`src/rtl/tuner_i2c_pkg.sv`:
```
package tuner_i2c_pkg;

    localparam int BYTE_W = 8;

    typedef enum logic [2:0] {
        ST_IDLE,
        ST_ADDR,
        ST_ADDR_ACK,
        ST_DATA,
        ST_DATA_ACK,
        ST_SKIP
    } bus_state_e;

    typedef struct packed {
        bus_state_e        state;
        logic [3:0]        bits;
        logic [BYTE_W-1:0] shift;
        logic              ack;
        logic              scl_p;
        logic              sda_p;
    } bus_reg_t;

    typedef struct packed {
        logic pump_hi;
        logic test_route;
        logic cp_hiz;
        logic tune_off;
        logic port7;
        logic port2;
        logic port1;
    } ctrl_t;

endpackage

```
`src/rtl/tic_sync.sv`:
```
module tic_sync #(
    parameter int WIDTH  = 2,
    parameter int STAGES = 2
) (
    input  logic             clk,
    input  logic             rst_n,
    input  logic [WIDTH-1:0] async_in,
    output logic [WIDTH-1:0] sync_out
);
    logic [WIDTH-1:0] stage_q [STAGES];

    always_ff @(posedge clk or negedge rst_n) begin
        if (!rst_n) begin
            for (int i = 0; i < STAGES; i++) stage_q[i] <= '1;
        end else begin
            stage_q[0] <= async_in;
            for (int i = 1; i < STAGES; i++) stage_q[i] <= stage_q[i-1];
        end
    end

    assign sync_out = stage_q[STAGES-1];
endmodule

```
`src/rtl/tic_bus.sv`:
```
module tic_bus
    import tuner_i2c_pkg::*;
#(
    parameter int ADDR_W = 7
) (
    input  logic              clk,
    input  logic              rst_n,
    input  logic              scl_s,
    input  logic              sda_s,
    input  logic [ADDR_W-1:0] dev_addr,
    output logic              ack_pull,
    output logic              byte_stb,
    output logic [BYTE_W-1:0] byte_data,
    output logic              bus_evt
);
    localparam logic [3:0] LAST_BIT = 4'(BYTE_W);

    bus_reg_t r_q, r_d;
    logic rise, fall, start_c, stop_c;

    always_comb begin
        r_d      = r_q;
        byte_stb = 1'b0;
        bus_evt  = 1'b0;
        r_d.scl_p = scl_s;
        r_d.sda_p = sda_s;
        rise    = scl_s & ~r_q.scl_p;
        fall    = ~scl_s & r_q.scl_p;
        start_c = scl_s & r_q.scl_p & r_q.sda_p & ~sda_s;
        stop_c  = scl_s & r_q.scl_p & ~r_q.sda_p & sda_s;
        if (start_c) begin
            r_d.state = ST_ADDR;
            r_d.bits  = '0;
            r_d.ack   = 1'b0;
            bus_evt   = 1'b1;
        end else if (stop_c) begin
            r_d.state = ST_IDLE;
            r_d.bits  = '0;
            r_d.ack   = 1'b0;
            bus_evt   = 1'b1;
        end else begin
            case (r_q.state)
                ST_ADDR, ST_DATA: begin
                    if (rise && r_q.bits < LAST_BIT) begin
                        r_d.shift = {r_q.shift[BYTE_W-2:0], sda_s};
                        r_d.bits  = r_q.bits + 4'd1;
                    end
                    if (fall && r_q.bits == LAST_BIT) begin
                        if (r_q.state == ST_DATA) begin
                            r_d.ack   = 1'b1;
                            r_d.state = ST_DATA_ACK;
                        end else if (r_q.shift == {dev_addr, 1'b0}) begin
                            r_d.ack   = 1'b1;
                            r_d.state = ST_ADDR_ACK;
                        end else begin
                            r_d.state = ST_SKIP;
                        end
                    end
                end
                ST_ADDR_ACK, ST_DATA_ACK: begin
                    if (fall) begin
                        r_d.ack   = 1'b0;
                        r_d.bits  = '0;
                        r_d.state = ST_DATA;
                        byte_stb  = (r_q.state == ST_DATA_ACK);
                    end
                end
                default: ;
            endcase
        end
    end

    always_ff @(posedge clk or negedge rst_n) begin
        if (!rst_n) begin
            r_q       <= '0;
            r_q.state <= ST_IDLE;
            r_q.scl_p <= 1'b1;
            r_q.sda_p <= 1'b1;
        end else begin
            r_q <= r_d;
        end
    end

    assign ack_pull  = r_q.ack;
    assign byte_data = r_q.shift;

    assert_ack_scl_low_R2: assert property (@(posedge clk) disable iff (!rst_n)
        $rose(r_q.ack) |-> !scl_s);
    assert_skip_silent_R3: assert property (@(posedge clk) disable iff (!rst_n)
        (r_q.state == ST_SKIP) |-> !r_q.ack);
    assert_stop_release_R9: assert property (@(posedge clk) disable iff (!rst_n)
        stop_c |=> !r_q.ack);
endmodule

```
`src/rtl/tic_regs.sv`:
```
module tic_regs
    import tuner_i2c_pkg::*;
#(
    parameter int          DIV_W     = 15,
    parameter logic [14:0] DIV_RESET = 15'd256
) (
    input  logic              clk,
    input  logic              rst_n,
    input  logic              byte_stb,
    input  logic [BYTE_W-1:0] byte_data,
    input  logic              bus_evt,
    output logic [DIV_W-1:0]  div_ratio,
    output ctrl_t             ctrl
);
    localparam int HI_W = DIV_W - BYTE_W;

    typedef struct packed {
        logic              have;
        logic [BYTE_W-1:0] first;
        logic [DIV_W-1:0]  div;
        ctrl_t             ctrl;
    } regs_t;

    regs_t s_q, s_d;

    always_comb begin
        s_d = s_q;
        if (bus_evt) begin
            s_d.have = 1'b0;
        end else if (byte_stb) begin
            if (!s_q.have) begin
                s_d.have  = 1'b1;
                s_d.first = byte_data;
            end else begin
                s_d.have = 1'b0;
                if (!s_q.first[BYTE_W-1]) begin
                    s_d.div = {s_q.first[HI_W-1:0], byte_data};
                end else begin
                    s_d.ctrl.pump_hi    = s_q.first[6];
                    s_d.ctrl.test_route = s_q.first[5];
                    s_d.ctrl.cp_hiz     = s_q.first[4];
                    s_d.ctrl.tune_off   = s_q.first[3];
                    s_d.ctrl.port7      = byte_data[7];
                    s_d.ctrl.port2      = byte_data[1];
                    s_d.ctrl.port1      = byte_data[0];
                end
            end
        end
    end

    always_ff @(posedge clk or negedge rst_n) begin
        if (!rst_n) begin
            s_q     <= '0;
            s_q.div <= DIV_RESET[DIV_W-1:0];
        end else begin
            s_q <= s_d;
        end
    end

    assign div_ratio = s_q.div;
    assign ctrl      = s_q.ctrl;

    assert_div_hold_R8: assert property (@(posedge clk) disable iff (!rst_n)
        !$stable(s_q.div) |-> $past(byte_stb));
    assert_ctrl_hold_R8: assert property (@(posedge clk) disable iff (!rst_n)
        !$stable(s_q.ctrl) |-> $past(byte_stb));
endmodule

```
`src/rtl/tuner_i2c_ctl.sv`:
```
module tuner_i2c_ctl
    import tuner_i2c_pkg::*;
#(
    parameter int         DIV_W     = 15,
    parameter int         SYNC_N    = 2,
    parameter logic [4:0] ADDR_BASE = 5'b11000
) (
    input  logic             clk,
    input  logic             rst_n,
    input  logic             scl_in,
    input  logic             sda_in,
    input  logic [1:0]       addr_sel,
    output logic             sda_pull,
    output logic [DIV_W-1:0] div_ratio,
    output logic             cp_hiz,
    output logic             test_route,
    output logic             pump_hi,
    output logic             tune_off,
    output logic             port1,
    output logic             port2,
    output logic             port7
);
    localparam int ADDR_W = 7;

    logic [1:0]        lines_s;
    logic              byte_stb, bus_evt;
    logic [BYTE_W-1:0] byte_data;
    ctrl_t             ctrl;

    tic_sync #(.WIDTH(2), .STAGES(SYNC_N)) u_sync (
        .clk(clk), .rst_n(rst_n),
        .async_in({scl_in, sda_in}), .sync_out(lines_s)
    );

    tic_bus #(.ADDR_W(ADDR_W)) u_bus (
        .clk(clk), .rst_n(rst_n),
        .scl_s(lines_s[1]), .sda_s(lines_s[0]),
        .dev_addr({ADDR_BASE, addr_sel}),
        .ack_pull(sda_pull), .byte_stb(byte_stb),
        .byte_data(byte_data), .bus_evt(bus_evt)
    );

    tic_regs #(.DIV_W(DIV_W)) u_regs (
        .clk(clk), .rst_n(rst_n),
        .byte_stb(byte_stb), .byte_data(byte_data), .bus_evt(bus_evt),
        .div_ratio(div_ratio), .ctrl(ctrl)
    );

    assign cp_hiz     = ctrl.cp_hiz;
    assign test_route = ctrl.test_route;
    assign pump_hi    = ctrl.pump_hi;
    assign tune_off   = ctrl.tune_off;
    assign port1      = ctrl.port1;
    assign port2      = ctrl.port2;
    assign port7      = ctrl.port7;

    assert_reset_quiet_R1: assert property (@(posedge clk) disable iff (!rst_n)
        $rose(rst_n) |-> !sda_pull);
endmodule

```
`config.mk`:
```
export PLATFORM = sky130hd
export DESIGN_NAME = tuner_i2c_ctl
export DESIGN_NICKNAME = d
export VERILOG_FILES = /design/src/rtl/tuner_i2c_pkg.sv /design/src/rtl/tic_sync.sv /design/src/rtl/tic_bus.sv /design/src/rtl/tic_regs.sv /design/src/rtl/tuner_i2c_ctl.sv
export SDC_FILE = /design/constraint.sdc
export NUM_CORES = 1
export LEC_CHECK = 0
export BUFFER_PORTS_ARGS = -buffer_cell sky130_fd_sc_hd__buf_2
export CAP_MARGIN = 20
export CORE_MARGIN = 1.5
export CORE_UTILIZATION = 55
export CTS_BUF_LIST = sky130_fd_sc_hd__clkbuf_4 sky130_fd_sc_hd__clkbuf_8 sky130_fd_sc_hd__clkbuf_16
export CTS_CLUSTER_SIZE = 16
export DETAILED_ROUTE_END_ITERATION = 10
export MAX_ROUTING_LAYER = met4
export PLACE_DENSITY = 0.75
export SKIP_LAST_GASP = 1
export SLEW_MARGIN = 20
export SYNTH_ARGS = -nofsm -noshare
export SYNTH_HDL_FRONTEND = slang
export SYNTH_SLANG_ARGS = --single-unit
```
`constraint.sdc`:
```
create_clock -name clk -period 2.7 [get_ports clk]
set_input_delay 0.675 -clock clk [delete_from_list [all_inputs] [get_ports clk]]
set_output_delay 0.675 -clock clk [all_outputs]
set_load 0.02 [all_outputs]
```
==> metrics, run 1 <==
Slew HR 42.9%; Worst Path Buf+Inv 0; critical path's top delay family simple AND/OR/NAND/NOR gates; Least-Margin Pin Slew 0.857 ns; CTS-repair resized insts 0; Post-Syn Nets 196; Synth area leaders dfrtp_1, mux2_2, dfstp_2; post-route setup TNS 0 ns; area growth from synthesis to layout 7.03%; final period utilization 71.6%; Hold Crit Class flop to flop; Die Height 68.6 µm; number of flops mapped to enable cells by yosys 0; kind of end point of the critical path flop; most common cell in the netlist dfrtp_1; CP max-delay cell dfstp_2; TritonCTS clock tree built; WP data arrival 2.12 ns; core area 4060 µm²; CP startpoint kind flop; post-synthesis adder-cell area fraction 1.06%; CP cell instances nor3b_1 -> and2_1 -> a211oi_1 -> mux2_2; status finished clean; Slowest Stage Delay on Critical Path 0.57 ns; Rows 23; Lkg Pwr 0.00130 µW; Clk Latency, worst-skew pair 0.30 ns; Pre-Repair DR Iteration Count 4; Clock Path Buffers 2; share of post-route cells with drive strength above 1 35.9%; path type of the worst setup path flop to flop; Crit Reg-Reg Startpoint u_sync.sync_out[1]$_DFF_PN1_; ys async rst share 100%; cts-stage hold buffer count 0; placed inst area 2440 µm²; Power Dens Cells 694 nW/µm²; Yosys reg bits 53; cts bufs inserted 5; Final nets 213; grt total ovfl 0; RSZ-0062 raised after global routing false; vias in the first global route 1387; post-layout instance area 2530 µm²; total number of vias 1422; Post-CTS Setup Bufs 0; Critical Path End u_bus.r_q[11]$_DFFE_PN0P_; Residual DRC 0; reg2reg setup slack 0.77 ns; Tmin final 1.93 ns; Buffers on Ports 28; vias per inst 5.55; DP HPWL 2.86 mm; prevailing post-synth register cell dfrtp_1; die area 4710 µm²; Max Clock Freq 0.517 GHz; # diodes 0; Root Buffer clkbuf_8; CP required 2.88 ns; VDD IR max 0.408 mV; antenna-violating nets left 0; Yosys cell types 40; Synthesis Warnings 0; compound-cell area share of the yosys netlist 6.97%; combinational family with the most area after synthesis multiplexers; initial antenna violation count 0; max cap viols 0; Hold Fails Final Rpt 0; share of Yosys cell area claimed by the top area cell type 48.6%; routability cong. 0.754; Initial Util 58.4%; Seq/Total Area, Yosys 56.4%; r2r worst-path depth 4; clock-pin slew on the worst setup and hold paths 0.08 ns; number of top-level pins 29; WL per Instance 15.8 µm; H-tree depth 2; global-route wire length before repair 6.59 mm; start point of the critical path u_sync.sync_out[1]$_DFF_PN1_; DIE WIDTH 68.6 µm; Levels on crit path 4; Post-synth top cells dfrtp_1, nand2_1, mux2_2, buf_4, mux2_1; CTS sink count 53; R2R Path End u_bus.r_q[11]$_DFFE_PN0P_; mux contribution to synthesized area 15.2%; Mapped Area 2370 µm²; leading area contributor after synthesis dfrtp_1; Slew Viols, Final 0; GRT Total Usage 20.2%; 1st-iter DRT viols 84; pin count of the biggest net entering global routing 42; Gate Count Post-Synth 188; Post-Route Skew 0.0117 ns; crit-path max FO 11; Post-Synth XOR/XNOR Area 1.48%; final setup fails 0; Simple-Gate Fraction of Synth Area 11.6%; WL final 4.05 mm; Avg Cell Area, Syn 12.6 µm²
## flip-flops by register name (all words and copies together) (netlist names)
register,cells
u_regs.ctrl,7
u_bus.r_q,9
u_sync.stage_q,2
u_regs.s_q,9
u_regs.div_ratio,15
u_bus.ack_pull,1
u_bus.byte_data,8
u_sync.sync_out,2
## where the power goes
group          switching [µW]  total (µW)  internal [µW]
Sequential                135        1030            895
Clock                     252         445            193
Combinational             158         284            126
Total                     545        1760           1210
## routing by layer
metal | share of wire, % | global-route usage (%) | vias up
met5 | 0 | - | -
met4 | 1.6 | 8.50 | 0
met3 | 3.6 | 4.87 | 8
met2 | 49 | 30.6 | 32
met1 | 46 | 26.0 | 713
li1 | - | - | 669
## cell type report
type / instances / area (µm²)
Clock inverter: 2 / 15.0
Timing Repair Buffer: 31 / 163
Tap cell: 50 / 62.6
Sequential cell: 53 / 1340
Fill cell: 317 / 1520
Multi-Input combinational cell: 108 / 861
Inverter: 6 / 22.5
Clock buffer: 6 / 76.3
## how the worst min path moves through the flow
stage                                            from                            to  slack, ns  cells past startpoint
final                     u_sync.stage_q[2]$_DFF_PN1_  u_sync.sync_out[0]$_DFF_PN1_       0.36                      0
after CTS                 u_sync.stage_q[2]$_DFF_PN1_  u_sync.sync_out[0]$_DFF_PN1_       0.36                      0
after detailed placement  u_sync.stage_q[2]$_DFF_PN1_  u_sync.sync_out[0]$_DFF_PN1_       0.35                      0
after global placement    u_sync.stage_q[2]$_DFF_PN1_  u_sync.sync_out[0]$_DFF_PN1_       0.35                      0
after floorplan           u_sync.stage_q[2]$_DFF_PN1_  u_sync.sync_out[0]$_DFF_PN1_       0.35                      0
after global routing      u_sync.stage_q[2]$_DFF_PN1_  u_sync.sync_out[0]$_DFF_PN1_       0.37                      0
## cell usage in the layout, fill, tap and decap left out, types with 3 or more instances in the layout
cell type  instances
dfrtp_1           46
buf_2             28
nand2_1           27
mux2_2            23
mux2_1             9
dfstp_2            7
inv_1              6
clkbuf_8           5
nor2_1             4
nand2b_1           3
nand3_1            3
buf_4              3
## per-stage QoR
| step | util (%) | setup slack, ns | std cells | hold WS, ns | power (µW) |
|---|---|---|---|---|---|
| 2_1_floorplan | - | 0.887 | 188 | 0.345 | 1220 |
| 3_3_place_gp | 60.2 | 0.849 | 248 | 0.347 | 1300 |
| 3_5_place_dp | 60.2 | 0.785 | 248 | 0.349 | 1330 |
| 4_1_cts | 62.5 | 0.769 | 256 | 0.362 | 1770 |
| 5_1_grt | 62.5 | 0.609 | 256 | 0.368 | 1850 |
| 6_report | 62.5 | 0.767 | 256 | 0.360 | 1760 |
## logic make-up after synthesis
kind of cell / Yosys count
compound gates: 20
xor+xnor: 4
fa+ha+maj: 2
buf+inv: 27
flops: 53
mux: 32
simple gates: 50
No activity file was read; power rests on OpenSTA's default activity.
==> run 2, diff against run 1 <==
- ABC_AREA: default -> 1
- clock period: 2.7 -> 1.91 ns (I/O delays scaled with it)
==> run 2 against run 1 <==
  * Critical path depth up 3
  * Sequential power increased by 38%
  * Count of clock-buffer cells in the layout stayed put
  * Via count increased by 16%
  * Non-clock buffer count did not move
  * Fmax up 12%
  * Cell area fell by 0.44%
  * Highest routed layer unchanged
==> metrics, run 2 <==
kind of end point of the critical path flop; most common cell after layout, fill and taps aside nand2_1; number of top-level pins 29 (unchanged); vias in the first global route 1574 (+13%); WL final 3.99 mm (-1.6%); Hold Crit Class primary input to async pin; leading area contributor after synthesis dfrtp_1; fillcell total 350 (+10%); max cap viols 0 (unchanged); met2 wire len 1.86 mm (-6.5%); Yosys cell types 21 (-48%); Post-synth top cells nand2_1, dfrtp_1, o21ai_0, inv_1, buf_4; Post-Layout Cell Count 331 (+29%); prevailing post-synth register cell dfrtp_1; Least-Margin Pin Slew 0.719 ns (-0.138 ns); Yosys reg bits 53 (unchanged); antenna-violating nets left 0 (unchanged); vias per inst 4.98 (-10%); status finished clean; Cells after DPL 323 (+30%); # diodes 0 (unchanged); register area 1340 µm² (unchanged); most common cell in the netlist nand2_1; routability cong. 0.863 (+14%); CP startpoint kind flop; number of flops mapped to enable cells by yosys 0 (unchanged); Top Metal Used met4; Avg Cell Area, Syn 8.95 µm² (-29%); max reg flops 15 (unchanged); final setup fails 0 (unchanged); Initial Util 58.2% (-0.15 points); Slew Viols, Final 0 (unchanged); Die Height 68.5 µm (-0.13%); Final nets 288 (+35%); VDD IR max 0.583 mV (+43%); Max Clock Freq 0.581 GHz (+12%); share of post-route cells with drive strength above 1 21.4% (-15 points); GRT Total Usage 20.8% (+0.62 points); area growth from synthesis to layout 6.83%; Hold Fails Final Rpt 0 (unchanged); Post-Route Skew 0.00600 ns (-0.00570 ns); crit-path max FO 17 (+6); Synth area leaders dfrtp_1, nand2_1, dfstp_2; Gate Count Post-Synth 264 (+40%); cts-stage hold buffer count 0 (unchanged); CTS sink count 53 (unchanged); Power Dens Cells 1050 nW/µm² (+51%); Lkg Pwr 0.00131 µW (+0.73%); Mapped Area 2360 µm² (-0.26%); DIE WIDTH 68.5 µm (-0.13%); WL met3 143 µm (-2.1%); grt total ovfl 0 (unchanged); Post-Syn Nets 272 (+39%); Residual DRC 0 (unchanged); die area 4700 µm² (-0.26%); path type of the worst setup path flop to flop; CP required 2.13 ns (-0.75 ns); post-route setup TNS 0 ns (unchanged); DP HPWL 2.80 mm (-1.8%); Pre-Repair DR Iteration Count 4 (unchanged); R2R Path End u_regs.s_q[28]$_DFFE_PN0P_; core area 4060 µm² (unchanged); Root Buffer clkbuf_8; H-tree depth 2 (unchanged); share of Yosys cell area claimed by the top area cell type 48.7% (+0.13 points); Synthesis Warnings 0 (unchanged); TritonCTS clock tree built; WP data arrival 1.94 ns (-0.18 ns); reg2reg setup slack 0.19 ns (-0.58 ns); ys async rst share 100% (unchanged); post-route met1 wirelength 1.93 mm (+4.6%); r2r worst-path depth 7 (+3); RSZ-0062 raised after global routing false; WL per Instance 12.0 µm (-24%); Tmin final 1.72 ns (-0.213 ns); Clock Path Buffers 2 (unchanged); Crit Reg-Reg Startpoint u_sync.sync_out[1]$_DFF_PN1_; clock-pin slew on the worst setup and hold paths 0.09 ns (about the same); most frequent cells in the layout nand2_1, dfrtp_1, o21ai_0, inv_1, buf_2; Clk Latency, worst-skew pair 0.30 ns (about the same); global-route wire length before repair 6.89 mm (+4.5%); Post-CTS Setup Bufs 0 (unchanged); area of the multi-input gates 744 µm² (-14%); Rows 23 (unchanged); Critical Path End u_regs.s_q[28]$_DFFE_PN0P_; final period utilization 90.1% (+18 points); Slew HR 52.0% (+9.2 points); start point of the critical path u_sync.sync_out[1]$_DFF_PN1_; cts bufs inserted 5 (unchanged); pin count of the biggest net entering global routing 54 (+29%); 1st-iter DRT viols 129 (+54%); Seq/Total Area, Yosys 56.5% (+0.15 points); initial antenna violation count 0 (unchanged); CTS-repair resized insts 0 (unchanged); total number of vias 1650 (+16%); Buffers on Ports 28 (unchanged)
==> run 2: cell count changes after synthesis, sizes merged, moves of 9 or more <==
cell / change
nand3: +11
nand2: +50
nor2: +9
o21ai: +43
mux2: -32
inv: +26
==> run 2: logic make-up after synthesis <==
family                   after synthesis  share of synthesized area (%)
flip-flops                            53                           56.5
AND/OR/NAND/NOR                      109                           19.3
buffers and inverters                 54                           12.0
AO/OA/AOI/OAI                         45                           10.8
XOR/XNOR                               1                          0.371
adder cells (fa/ha/maj)                2                           1.06
==> run 2: worst min-delay path by stage <==
stage / depth (start not counted) / end / start
floorplan: 0 / u_bus.ack_pull$_DFFE_PN0P_ / rst_n
global placement: 0 / u_sync.sync_out[0]$_DFF_PN1_ / u_sync.stage_q[2]$_DFF_PN1_
detailed placement: 0 / u_sync.sync_out[1]$_DFF_PN1_ / u_sync.stage_q[3]$_DFF_PN1_
CTS: 2 / u_regs.div_ratio[12]$_DFFE_PN0P_ / rst_n
global route: 2 / u_regs.div_ratio[12]$_DFFE_PN0P_ / rst_n
finish: 2 / u_regs.div_ratio[12]$_DFFE_PN0P_ / rst_n
==> run 2: cell type report <==
cell class / count / share of cell area [%]
inverters: 32 / 4.76
clock buffers: 6 / 3.02
clock inverters: 2 / 0.397
flip-flops and latches: 53 / 52.9
multi-input cells: 157 / 29.5
repair buffers: 31 / 6.94
well taps: 50 / 2.48
==> run 2: stage by stage <==
step           util, %  total power, µW  setup slack [ns]  cell area [µm²]  hold WS [ns]
5_1_grt           62.2             2840            0.0368             2520         0.164
3_3_place_gp      60.1             2020             0.289             2440         0.346
6_report          62.2             2640             0.190             2520         0.147
3_5_place_dp      60.1             2050             0.220             2440         0.347
2_1_floorplan        -             1880             0.436             2360         0.182
4_1_cts           62.2             2670             0.178             2520         0.156
==> run 2: where the power goes <==
| part | total (µW) | switching [µW] | internal (µW) | leakage (µW) |
|---|---|---|---|---|
| logic | 613 | 422 | 191 | 0.000564 |
| registers | 1420 | 130 | 1290 | 0.000699 |
| clock network | 611 | 342 | 269 | 0.0000484 |
| total | 2640 | 894 | 1750 | 0.00131 |
==> run 2: per-layer routing <==
layer | global-route usage [%] | vias to the layer above
met2 | 31.3 | 31
met3 | 6.33 | 4
met1 | 27.0 | 772
met4 | 6.75 | 0
met5 | - | -
li1 | - | 843
==> run 2: worst max-delay path, stage by stage, from the launching register on <==
cell and delay [ns]:
dfstp_2 0.59, inv_2 0.06, nand2_2 0.09, nor2_4 0.06, inv_2 0.04, or2_1 0.56, nand2_1 0.15, o21ai_2 0.09
==> run 3, diff against run 2 <==
- ABC_AREA: 1 -> default
==> run 3 against run 2 <==
  * Cell area is 3.5% higher
  * Final cell count is 21% lower
  * Largest power group unchanged
  * Via count is 12% lower
==> metrics, run 3 (same netlist as run 1, synthesis figures left out) <==
Post-Route Skew 0.00290 ns (-0.00310 ns); grt total ovfl 0 (unchanged); cts bufs inserted 5 (unchanged); Hold Fails Final Rpt 0 (unchanged); Buffers on Ports 28 (unchanged); Least-Margin Pin Slew 0.474 ns (-0.245 ns); Tmin final 1.82 ns (+0.102 ns); CP required 2.09 ns (-0.04 ns); Clock Path Buffers 2 (unchanged); core area 4060 µm² (unchanged); Max Clock Freq 0.549 GHz (-5.6%); WL per Instance 15.7 µm (+30%); WL final 4.12 mm (+3.3%); Rows 23 (unchanged); most common cell after layout, fill and taps aside dfrtp_1; number of top-level pins 29 (unchanged); Initial Util 58.4% (+0.15 points); routability cong. 0.788 (-8.6%); Slew Viols, Final 0 (unchanged); Pre-Repair DR Iteration Count 4 (unchanged); Power Dens Cells 971 nW/µm² (-7.3%); DP HPWL 2.91 mm (+3.8%); H-tree depth 2 (unchanged); register area 1340 µm² (unchanged); most frequent cells in the layout dfrtp_1, buf_2, nand2_1, mux2_2, mux2_1; WP data arrival 2.00 ns (+0.06 ns); pin count of the biggest net entering global routing 54 (unchanged); RSZ-0062 raised after global routing false; status finished clean; GRT Total Usage 20.1% (-0.73 points); clock-pin slew on the worst setup and hold paths 0.09 ns (about the same); Die Height 68.6 µm (+0.13%); kind of end point of the critical path flop; CTS sink count 53 (unchanged); path type of the worst setup path flop to flop; vias in the first global route 1384 (-12%); Slew HR 68.2% (+16 points); Final nets 220 (-24%); VDD IR max 0.750 mV (+29%); TritonCTS clock tree built; antenna-violating nets left 0 (unchanged); Root Buffer clkbuf_8; die area 4710 µm² (+0.26%); Lkg Pwr 0.00135 µW (+3.0%); post-route setup TNS 0 ns (unchanged); share of post-route cells with drive strength above 1 38.0% (+17 points); Hold Crit Class primary input to async pin; final setup fails 0 (unchanged); Residual DRC 0 (unchanged); CP startpoint kind flop; final period utilization 95.4% (+5.3 points); area of the multi-input gates 861 µm² (+16%); vias per inst 5.52 (+11%); Util after Layout 64.4% (+2.2 points); Clk Latency, worst-skew pair 0.30 ns (about the same); total number of vias 1451 (-12%); global-route wire length before repair 6.61 mm (-4.0%); # diodes 0 (unchanged); area growth from synthesis to layout 10.2%; initial antenna violation count 0 (unchanged); crit-path max FO 15 (-2); 1st-iter DRT viols 90 (-30%); max cap viols 0 (unchanged); fillcell total 312 (-11%); DIE WIDTH 68.6 µm (+0.13%); max reg flops 15 (unchanged); cts-stage hold buffer count 0 (unchanged)
[run 3: area by class of cell]
cell class	count	area share (%)
Clock buffer	6	2.92
Clock inverter	2	0.527
Inverter	6	0.862
Multi-Input combinational cell	108	33.0
Sequential cell	53	51.1
Tap cell	50	2.40
Timing Repair Buffer	38	9.20
[run 3: final timing paths]
path                                        startpoint                                to  slack (ns)  cells past startpoint
max                             u_bus.r_q[1]$_DFF_PN1_  u_regs.div_ratio[12]$_DFFE_PN0P_        0.09                      5
max in group asynchronous                        rst_n   u_regs.div_ratio[8]$_DFFE_PN1P_        1.48                      2
min                                              rst_n         u_bus.r_q[11]$_DFFE_PN0P_        0.15                      2
min reg2reg                u_sync.stage_q[2]$_DFF_PN1_      u_sync.sync_out[0]$_DFF_PN1_        0.36                      0
min in group clk                                scl_in       u_sync.stage_q[3]$_DFF_PN1_        0.27                      1
max reg2reg                     u_bus.r_q[1]$_DFF_PN1_  u_regs.div_ratio[12]$_DFFE_PN0P_        0.09                      5
[run 3: critical path: stages (launching register included)]
cell and delay [ns]:
dfstp_2 0.57, nand2b_1 0.11, nor3_2 0.26, and3b_1 0.25
buf_12 0.16, mux2_1 0.35
[run 3: report_power, final]
part	switching (µW)	internal, µW	total [µW]
Clock	343	276	619
Combinational	270	221	491
Sequential	161	1270	1430
Total	774	1760	2540
[run 3: stage by stage]
step           instances  power, µW  setup WS [ns]  hold WS [ns]  instance area, µm²
2_1_floorplan        188       1730         0.0965         0.182                2370
3_3_place_gp         254       1880         0.0952         0.347                2510
3_5_place_dp         254       1930         0.0564         0.349                2510
4_1_cts              262       2550         0.0616         0.162                2600
5_1_grt              263       2690         0.0234         0.160                2610
6_report             263       2540         0.0880         0.146                2610
[run 3: layer usage]
layer	track usage, %	vias to the layer above	share of wire [%]
li1	-	690	-
met1	27.9	714	45
met2	28.0	39	50
met3	5.19	8	4.1
met4	8.25	0	1.5
met5	-	-	0
[run 3: what timing repair did]
action / CTS / global route
buffers inserted: 0 / 1
gates resized for setup: 0 / 0
setup endpoints to repair: 0 / 2
